**config.mk**
```make
export PLATFORM = sky130hd
export DESIGN_NAME = boot_remap_decoder
export DESIGN_NICKNAME = d
export VERILOG_FILES = /design/src/rtl/boot_remap_pkg.sv /design/src/rtl/boot_remap_ctrl.sv /design/src/rtl/boot_remap_dp.sv /design/src/rtl/boot_remap_decoder.sv
export SDC_FILE = /design/constraint.sdc
export NUM_CORES = 1
export LEC_CHECK = 0
export ABC_AREA = 1
export BUFFER_PORTS_ARGS = -buffer_cell sky130_fd_sc_hd__buf_2
export CAP_MARGIN = 40
export CELL_PAD_IN_SITES_DETAIL_PLACEMENT = 1
export CELL_PAD_IN_SITES_GLOBAL_PLACEMENT = 2
export CORE_MARGIN = 5
export CORE_UTILIZATION = 18
export CTS_BUF_LIST = sky130_fd_sc_hd__clkbuf_16
export CTS_CLUSTER_SIZE = 8
export DETAILED_ROUTE_END_ITERATION = 8
export PLACE_DENSITY = 0.9
export SLEW_MARGIN = 20
export SYNTH_ARGS = -nofsm -noshare
export SYNTH_HDL_FRONTEND = slang
export SYNTH_SLANG_ARGS = --single-unit
```
**constraint.sdc**
```tcl
create_clock -name clk -period 3.22 [get_ports clk]
set_input_delay 0.483 -clock clk [delete_from_list [all_inputs] [get_ports clk]]
set_output_delay 0.483 -clock clk [all_outputs]
set_load 0.02 [all_outputs]
```
**src/rtl/boot_remap_pkg.sv**
```systemverilog
package boot_remap_pkg;

  parameter int ADDR_W      = 32;
  parameter int NUM_SLAVES  = 6;
  parameter int NUM_REGIONS = 7;
  localparam int SLV_IDX_W  = $clog2(NUM_SLAVES);
  localparam int REG_IDX_W  = $clog2(NUM_REGIONS);

  typedef enum logic [SLV_IDX_W-1:0] {
    SLV_SRAM0  = 3'd0,
    SLV_SRAM1  = 3'd1,
    SLV_ROM    = 3'd2,
    SLV_USBUI  = 3'd3,
    SLV_EXTBUS = 3'd4,
    SLV_PERIPH = 3'd5
  } slaveIdx_t;

  localparam int BOOT_REGION = 0;

  typedef struct packed {
    logic bootExt;
    logic remapped;
  } ctrlStrobes_t;

  function automatic logic [ADDR_W-1:0] regionBase(input int r);
    case (r)
      0:       regionBase = 32'h0000_0000;
      1:       regionBase = 32'h0010_0000;
      2:       regionBase = 32'h0020_0000;
      3:       regionBase = 32'h0030_0000;
      4:       regionBase = 32'h0050_0000;
      5:       regionBase = 32'h1000_0000;
      default: regionBase = 32'hF000_0000;
    endcase
  endfunction

  function automatic int regionLog2(input int r);
    case (r)
      0:       regionLog2 = 20;
      1:       regionLog2 = 15;
      2:       regionLog2 = 14;
      3:       regionLog2 = 14;
      4:       regionLog2 = 14;
      default: regionLog2 = 28;
    endcase
  endfunction

  function automatic slaveIdx_t regionFixedSlave(input int r);
    case (r)
      1:       regionFixedSlave = SLV_ROM;
      2:       regionFixedSlave = SLV_SRAM0;
      3:       regionFixedSlave = SLV_SRAM1;
      4:       regionFixedSlave = SLV_USBUI;
      5:       regionFixedSlave = SLV_EXTBUS;
      6:       regionFixedSlave = SLV_PERIPH;
      default: regionFixedSlave = SLV_ROM;
    endcase
  endfunction

  function automatic slaveIdx_t bootSlave(input ctrlStrobes_t s);
    if (s.remapped)     bootSlave = SLV_SRAM0;
    else if (s.bootExt) bootSlave = SLV_EXTBUS;
    else                bootSlave = SLV_ROM;
  endfunction

endpackage

```
**src/rtl/boot_remap_ctrl.sv**
```systemverilog
module boot_remap_ctrl
  import boot_remap_pkg::*;
(
  input  logic         clk,
  input  logic         rstN,
  input  logic         bootPin,
  input  logic         remapCmd,
  output ctrlStrobes_t strobes
);

  logic captureArmed;
  logic bootExtQ;
  logic remappedQ;

  always_ff @(posedge clk) begin
    if (!rstN) begin
      captureArmed <= 1'b1;
      bootExtQ     <= 1'b0;
      remappedQ    <= 1'b0;
    end else begin
      if (captureArmed) begin
        bootExtQ     <= bootPin;
        captureArmed <= 1'b0;
      end
      if (remapCmd) begin
        remappedQ <= 1'b1;
      end
    end
  end

  always_comb begin
    strobes.bootExt  = bootExtQ;
    strobes.remapped = remappedQ;
  end

endmodule

```
**src/rtl/boot_remap_dp.sv**
```systemverilog
module boot_remap_dp
  import boot_remap_pkg::*;
(
  input  logic [ADDR_W-1:0]     addr,
  input  ctrlStrobes_t          strobes,
  output logic [NUM_SLAVES-1:0] slaveSel,
  output logic [ADDR_W-1:0]     offset,
  output logic                  decodeErr
);

  logic [NUM_REGIONS-1:0] regionHit;

  for (genvar r = 0; r < NUM_REGIONS; r++) begin : g_region
    localparam logic [ADDR_W-1:0] BASE = regionBase(r);
    localparam int                SH   = regionLog2(r);
    assign regionHit[r] = ((addr >> SH) == (BASE >> SH));
  end

  slaveIdx_t         pickSlave;
  logic [ADDR_W-1:0] pickBase;
  logic              anyHit;

  always_comb begin
    pickSlave = SLV_ROM;
    pickBase  = '0;
    anyHit    = 1'b0;
    for (int r = 0; r < NUM_REGIONS; r++) begin
      if (regionHit[r] && !anyHit) begin
        anyHit    = 1'b1;
        pickBase  = regionBase(r);
        pickSlave = (r == BOOT_REGION) ? bootSlave(strobes) : regionFixedSlave(r);
      end
    end
  end

  always_comb begin
    slaveSel  = '0;
    offset    = '0;
    decodeErr = !anyHit;
    if (anyHit) begin
      slaveSel[pickSlave] = 1'b1;
      offset              = addr - pickBase;
    end
  end

endmodule

```
**src/rtl/boot_remap_decoder.sv**
```systemverilog
module boot_remap_decoder
  import boot_remap_pkg::*;
(
  input  logic                  clk,
  input  logic                  rstN,
  input  logic                  bootPin,
  input  logic                  remapCmd,
  input  logic [ADDR_W-1:0]     addr,
  output logic [NUM_SLAVES-1:0] slaveSel,
  output logic [ADDR_W-1:0]     offset,
  output logic                  decodeErr
);

  ctrlStrobes_t strobes;

  boot_remap_ctrl u_ctrl (
    .clk      (clk),
    .rstN     (rstN),
    .bootPin  (bootPin),
    .remapCmd (remapCmd),
    .strobes  (strobes)
  );

  boot_remap_dp u_dp (
    .addr      (addr),
    .strobes   (strobes),
    .slaveSel  (slaveSel),
    .offset    (offset),
    .decodeErr (decodeErr)
  );

endmodule

```
==> results of run 1 <==
## power by group through the flow
stage | clock (mW) | sequential, mW | combinational (mW)
after floorplan | 0 | 0.0415 | 0.0938
after CTS | 0.198 | 0.0417 | 0.160
after global placement | 0 | 0.0420 | 0.156
after global routing | 0.202 | 0.0421 | 0.181
after detailed placement | 0 | 0.0422 | 0.159
final | 0.194 | 0.0417 | 0.161
## final cells by class
| cell class | instances | area [um2] | share of cell area [%] |
|---|---|---|---|
| sequential | 3 | 60.06 | 3.395 |
| multi-input combinational | 150 | 813.3 | 45.97 |
| tap | 75 | 93.84 | 5.304 |
| timing repair buffer | 87 | 475.5 | 26.87 |
| clock inverter | 1 | 3.754 | 0.2122 |
| clock buffer | 3 | 75.07 | 4.243 |
| inverter | 66 | 247.7 | 14.00 |
## sequential cells by signal, summed over array words and instances, names as in the netlist
register             cells
u_ctrl.bootExtQ          1
u_ctrl.captureArmed      1
u_ctrl.remappedQ         1
## what timing repair did
action                                  CTS  global route
hold buffers                              0             0
endpoints found under the setup margin    3             9
setup buffers                             0             2
pin swaps                                 0             1
resized for setup                         2            12
## Yosys cell counts, drive strengths merged, types with 2 or more instances
cell / count
nand3: 13
inv: 66
o21ai: 3
nor3: 2
nor2: 37
nand4: 4
o21a: 2
ha: 6
dfxtp: 3
buf: 3
a21oi: 5
nand2: 68
xor2: 7
## routing by layer
layer  routed length [um]  vias up
met5                    0        -
met3                  275        2
met1                 1918      679
met2                 2084       39
met4                   15        0
li1                     -      816
## metrics by stage
stage / util (%) / total power [mW]
after detailed placement: 27.34 / 0.2014
after global routing: 29.53 / 0.4253
final: 29.53 / 0.3965
after global placement: 27.34 / 0.1983
after floorplan: - / 0.1353
after CTS: 28.70 / 0.3998
## worst paths after layout
kind | from | end | slack, ns | depth (start not counted)
worst max register to register | u_ctrl.bootExtQ | u_ctrl.bootExtQ | 2.57 | 2
worst min register to register | u_ctrl.captureArmed | u_ctrl.bootExtQ | 0.42 | 1
worst max-delay path | addr[23] | offset[30] | 0.16 | 18
worst min-delay path | u_ctrl.captureArmed | u_ctrl.bootExtQ | 0.42 | 1
## worst register-to-register path, cell delays in order (launching register included)
cell	delay, ns
sky130_fd_sc_hd__dfxtp_1	0.31
sky130_fd_sc_hd__o21ai_0	0.16
sky130_fd_sc_hd__a21oi_1	0.05
## cells by family (layout without fill, tap and decap cells)
family                     Yosys count  after routing  share of synthesized area, %
and+or+nand+nor                    124            124                         49.28
buffers and inverters               69            157                         25.03
AOI/OAI and AO/OA                   11             11                         5.672
xor gates and xnor gates             8              8                         6.229
adders and majority gates            7              7                         8.454
DFF                                  3              3                         5.339
==> results.md, run 1 <==
- Global Route Usage Sum: between 10% and 20%
- Count of filler cells inserted in the layout: between 800 and 900
- CTS tree: done
- Final max-slew violation count: 0
- Number of routed nets with antenna violations: 0
- Antenna violations before repair: 0
- Busiest layer in global routing: met2
- Worst Max-Slew Pin Slew: approximately 0.52 ns
- Maximum clock path buffer count: 2
- Count of final hold-check violations: 0
- Reported leakage power: 1.254 nW
- Required time worst endpoint: 2.74 ns
- Port Buf Inserts: 74
- Largest cells by area after synthesis: sky130_fd_sc_hd__inv_1, sky130_fd_sc_hd__nand2_1, sky130_fd_sc_hd__nor2_1, sky130_fd_sc_hd__ha_1, sky130_fd_sc_hd__xor2_1
- CP Cell Sequence: clkbuf_4, nor2_1, nand3_1, nor2_1, nand2_1, inv_1, nor2_2, nand2_1, ha_1, fa_2, buf_4, inv_1, nand3_1, nand3_2, xor2_1, nand2_1, inv_1, buf_4
- Die height: roughly 89 um
- Highest clock rate: around 330 MHz
- Combinational share of power: 40.6%
- Clock transition time at the flip-flop clock pins of the worst setup and hold paths: approximately 0.030 ns
- Power density over cell area: 224.1 mW/mm2
- Total Neg Setup Slack: 0 ns
- Shortest clock period the worst path allows after layout: roughly 3.1 ns
- Overflow left after global routing: 0
- Number of cells produced by synthesis: about 220
- Clock Skews: 0.0002310 ns
- Count of synthesis-stage warnings from yosys: 0
- Setup slack after placement: -0.02153 ns
- Hold WS: approximately 0.42 ns
- Largest fanout of any net on the critical path: 6
- Element type at the critical path end: output port
- Via density per instance: ~4
- Initial DRC Count: 47
- Net count, final: 354
- Worst hold path class: reg2reg
- Critical path class: in2out
- Net load switching power: roughly 130 uW
- Post-DP HPWL: 3791 um
- Most common cell after layout, fill and taps aside: sky130_fd_sc_hd__buf_2
- GRT met1 Usage: between 10% and 20%
- Wire length reported by the detailed router: 4293 um
- Normalized max-slew margin: 64.96%
- DR DRC count: 0
- Latest clock arrival within the worst-skew pair: between 0.2 and 0.25 ns
- Number of distinct standard cells referenced by the synthesized netlist: 22
- Pin count of the biggest net entering global routing: 34
- X dimension of the die: between 80 and 90 um
- Antenna Cells: 0
- Arrival time reported for the critical path endpoint: 2.58 ns
- Area share of the largest cell type after synthesis: 21.36%
- Post-layout instance area: between 0.0015 and 0.002 mm2
- Number of non-filler instances in the completed layout: 385
- Net switching share of the total power: approximately 34%
- Initial Util: between 10% and 20%
- Area Growth Syn to Fin: 57.29%
- Kind of cell adding the most delay to the critical path: simple AND/OR/NAND/NOR gates
- Syn Nets: approximately 270
- Area of the die: 0.007930 mm2
- Critical-path top delay cell: sky130_fd_sc_hd__fa_2
- Master cell of the clock root buffer: sky130_fd_sc_hd__clkbuf_16
- Row cnt: 28
- Part of the power in the clock network: 48.9%
- Worst-case setup margin in the final layout: 0.1606 ns
- Largest stage delay, worst path: approximately 0.36 ns
- Number of flops mapped to enable cells by yosys: 0
- Run status: complete, no violations
- Setup violators final: 0
- Buf+Inv Stages, Crit Path: 6
- GR met3 Demand/Resource: 2.028%
- Cell-internal power: between 200 and 300 uW
- Avg Inst Size Synth: roughly 5.1 um2
- Total number of vias: about 1500
- Num Clock Sinks: 3
- Routability-driven placement congestion ratio: ~0.79
- Wire length of the first global-routing pass: between 6000 and 7000 um
- Crit share post-route: 95.01%
- Clock buffer count from CTS: 3
- Synthesized area: roughly 0.0011 mm2
- Reg power frac: around a tenth
- Met2 GRT Util: a little under 20%
- Max rail drop VDD: between 200 and 300 uV
- Highest-count cells in the layout ignoring fill and taps: sky130_fd_sc_hd__buf_2, sky130_fd_sc_hd__inv_1, sky130_fd_sc_hd__nand2_1
- Sequential cell area fraction in the yosys report: around 5.3%
- Library cell occupying the most area in the post-synthesis netlist: sky130_fd_sc_hd__inv_1
- First drt pass iteration count: 4
- Number of global-route vias before repair: around 1600
- Share of post-route cells with drive strength above 1: a little under two fifths
- Num ports: 75
- Placed cell count: around 380
- Register bit total from synthesis: 3
- Number of levels the H-tree was split into: 1
- Share of flip-flops with an asynchronous set or reset: 0%
- Top flip-flop cell by instance count after synthesis: sky130_fd_sc_hd__dfxtp_1
- Post-detailed-placement cell area: around 0.0016 mm2
- Routed WL per cell: approximately 11 um
- Type of element launching the critical path: primary input
- Max-cap violations: 0
- Placeable core region: between 0.005 and 0.006 mm2
Note: power is estimated with default switching activity, not from simulation.
==> run 2, diff against run 1 <==
Settings changed: REMOVE_ABC_BUFFERS from default to 1.
==> run 2 against run 1 <==
Worst hold slack better by 0.0054 ns; cell count stayed put; register-to-register slack barely moved; non-clock buffer count did not move; first-iteration DRC count decreased by 34%; largest power group unchanged; maximum frequency increased by 1.1%; flip-flop and latch count unchanged; total power increased by 0.35%; setup slack improved by 0.034 ns; clock skew increased by 0.0034 ns; via count grew 1.3%; largest cell class unchanged; global-route usage fell by 0.22 points.
==> results.md, run 2 (synthesis gave the netlist of run 1 again) <==
- Port Buf Inserts: 74 (unchanged)
- Buf+Inv Stages, Crit Path: 6 (unchanged)
- Worst-case setup margin in the final layout: 0.1946 ns (+0.03402 ns)
- Shortest clock period the worst path allows after layout: 3.025 ns (-0.03402 ns)
- Routed WL per cell: 11.14 um (about the same)
- Total number of vias: 1556 (+1.3%)
- Post-DP HPWL: 3798 um (+0.18%)
- Pin count of the biggest net entering global routing: 34 (unchanged)
- Global Route Usage Sum: 10.47% (-0.22 points)
- End of the worst register-to-register path: u_ctrl.bootExtQ
- Latest clock arrival within the worst-skew pair: 0.23 ns (about the same)
- Power density over cell area: 227.0 mW/mm2 (+1.3%)
- X dimension of the die: 89.05 um (unchanged)
- Clock buffer count from CTS: 3 (unchanged)
- Crit share post-route: 93.96% (-1.1 points)
- Final max-slew violation count: 0 (unchanged)
- Die height: 89.05 um (unchanged)
- Max-cap violations: 0 (unchanged)
- Arrival time reported for the critical path endpoint: 2.54 ns (-0.04 ns)
- Initial Util: 18.78% (unchanged)
- Termination of the worst setup path: offset[29]
- Placed cell count: 380 (+0.26%)
- Initial DRC Count: 31 (-34%)
- Overflow left after global routing: 0 (unchanged)
- Startpoint of the worst-slack reg-to-reg timing path: u_ctrl.bootExtQ
- Number of global-route vias before repair: 1606 (+2.8%)
- CP Cell Sequence: buf_2, buf_4, nand4_1, inv_1, nor2_1, ha_1, a21oi_1, o21a_1, nand3_1, nand2_1, nand2_1, inv_1, nand2_2, inv_2, buf_2
- Count of final hold-check violations: 0 (unchanged)
- Highest-count cells in the layout ignoring fill and taps: sky130_fd_sc_hd__buf_2, sky130_fd_sc_hd__inv_1, sky130_fd_sc_hd__nand2_1
- Antenna Cells: 0 (unchanged)
- Element type at the critical path end: output port
- Required time worst endpoint: 2.74 ns (about the same)
- Master cell of the clock root buffer: sky130_fd_sc_hd__clkbuf_16
- Uppermost layer routed: met4
- Clock transition time at the flip-flop clock pins of the worst setup and hold paths: 0.03 ns (about the same)
- Worst hold path class: reg2reg
- Normalized max-slew margin: 65.77% (+0.81 points)
- First drt pass iteration count: 4 (unchanged)
- Maximum clock path buffer count: 2 (unchanged)
- Num Clock Sinks: 3 (unchanged)
- Via density per instance: 4.042 (+1.3%)
- Number of buffers added to fix hold violations after cts: 0 (unchanged)
- Critical-path top delay cell: sky130_fd_sc_hd__ha_1
- Max rail drop VDD: 329.2 uV (+13%)
- Logic depth of the worst path, buffers included: 15 (-3)
- Type of element launching the critical path: primary input
- Kind of cell adding the most delay to the critical path: simple AND/OR/NAND/NOR gates
- CTS tree: done
- Highest clock rate: 330.5 MHz (+1.1%)
- Met1 Wirelength: 1722 um (-10%)
- Area of the die: 0.007930 mm2 (unchanged)
- Largest fanout of any net on the critical path: 5 (-1)
- Wire length reported by the detailed router: 4289 um (about the same)
- Num ports: 75 (unchanged)
- Area Growth Syn to Fin: 55.84%
- Top flop regs: u_ctrl.bootExtQ: 1 flops, u_ctrl.captureArmed: 1 flops, u_ctrl.remappedQ: 1 flops
- Routed met3 length: 319 um (+16%)
- Critical path origin: addr[29]
- Hold Path Depth: 1 (unchanged)
- Most common cell after layout, fill and taps aside: sky130_fd_sc_hd__buf_2
- Total Neg Setup Slack: 0 ns (unchanged)
- Net count, final: 354 (unchanged)
- Run status: complete, no violations
- Placeable core region: 0.005991 mm2 (unchanged)
- Amount of wire on met2 after detailed routing: 2212 um (+6.1%)
- RSZ-0062 raised after global routing: false
- Clock Skews: 0.003594 ns (+0.003363 ns)
- Worst Max-Slew Pin Slew: 0.5125 ns (-0.01209 ns)
- Register-to-register path setup slack: 2.58 ns (about the same)
- Routability-driven placement congestion ratio: 0.7874 (about the same)
- Critical path class: in2out
- DR DRC count: 0 (unchanged)
- Wire length of the first global-routing pass: 6693 um (-2.4%)
- Setup violators final: 0 (unchanged)
- Number of routed nets with antenna violations: 0 (unchanged)
- Reported leakage power: 1.253 nW (about the same)
- Antenna violations before repair: 0 (unchanged)
- Share of post-route cells with drive strength above 1: 36.13% (-0.97 points)
- Largest stage delay, worst path: 0.32 ns (-0.04 ns)
- Row cnt: 28 (unchanged)
- Setup slack after placement: 0.01842 ns (+0.03995 ns)
- Worst-case reg-to-reg path depth: 2 (unchanged)
- Number of non-filler instances in the completed layout: 385 (unchanged)
- Number of levels the H-tree was split into: 1 (unchanged)
-- run 2: repair_timing --
action,CTS,global route
resized for setup,0,9
setup endpoints to repair,0,8
setup buffers,0,1
-- run 2: how the worst min path moves through the flow --
stage,startpoint,to,slack (ns)
2_1_floorplan,u_ctrl.captureArmed,u_ctrl.bootExtQ,0.40
4_1_cts,u_ctrl.captureArmed,u_ctrl.bootExtQ,0.43
3_3_place_gp,u_ctrl.captureArmed,u_ctrl.bootExtQ,0.41
5_1_grt,rstN,u_ctrl.captureArmed,0.46
3_5_place_dp,u_ctrl.captureArmed,u_ctrl.bootExtQ,0.42
6_report,u_ctrl.captureArmed,u_ctrl.bootExtQ,0.43
-- run 2: metrics by stage --
step	hold slack [ns]	utilization, %	cell area (um2)	power (mW)
detailed placement	0.4236	27.46	1645	0.2022
finish	0.4300	29.26	1753	0.3978
CTS	0.4305	28.78	1724	0.4021
global route	0.4637	29.26	1753	0.4248
global placement	0.4083	27.46	1645	0.1982
floorplan	0.4040	-	1091	0.1312
-- run 2: worst register-to-register path, stage by stage (launching register included) --
cell                      delay (ns)
sky130_fd_sc_hd__dfxtp_1        0.31
sky130_fd_sc_hd__o21ai_0        0.16
sky130_fd_sc_hd__a21oi_1        0.05
-- run 2: layout make-up --
class | count | area (um2)
fillers | 829 | 4238
multi-input cells | 150 | 802.0
repair buffers | 87 | 470.5
inverters | 66 | 247.7
well taps | 75 | 93.84
clock buffers | 3 | 75.07
flip-flops and latches | 3 | 60.06
clock inverters | 1 | 3.754
-- run 2: power breakdown --
| part | leakage (nW) | internal, mW | switching (mW) |
|---|---|---|---|
| clock | 0.0423 | 0.160 | 0.0349 |
| sequential | 0.0251 | 0.0399 | 0.00169 |
| combinational | 1.19 | 0.0640 | 0.0972 |
-- run 2: per-layer routing --
layer  GRT usage (%)  vias to the layer above
li1                -                      816
met1           11.57                      697
met2           20.45                       38
met3           1.935                        5
met4           2.436                        0
met5               0                        -
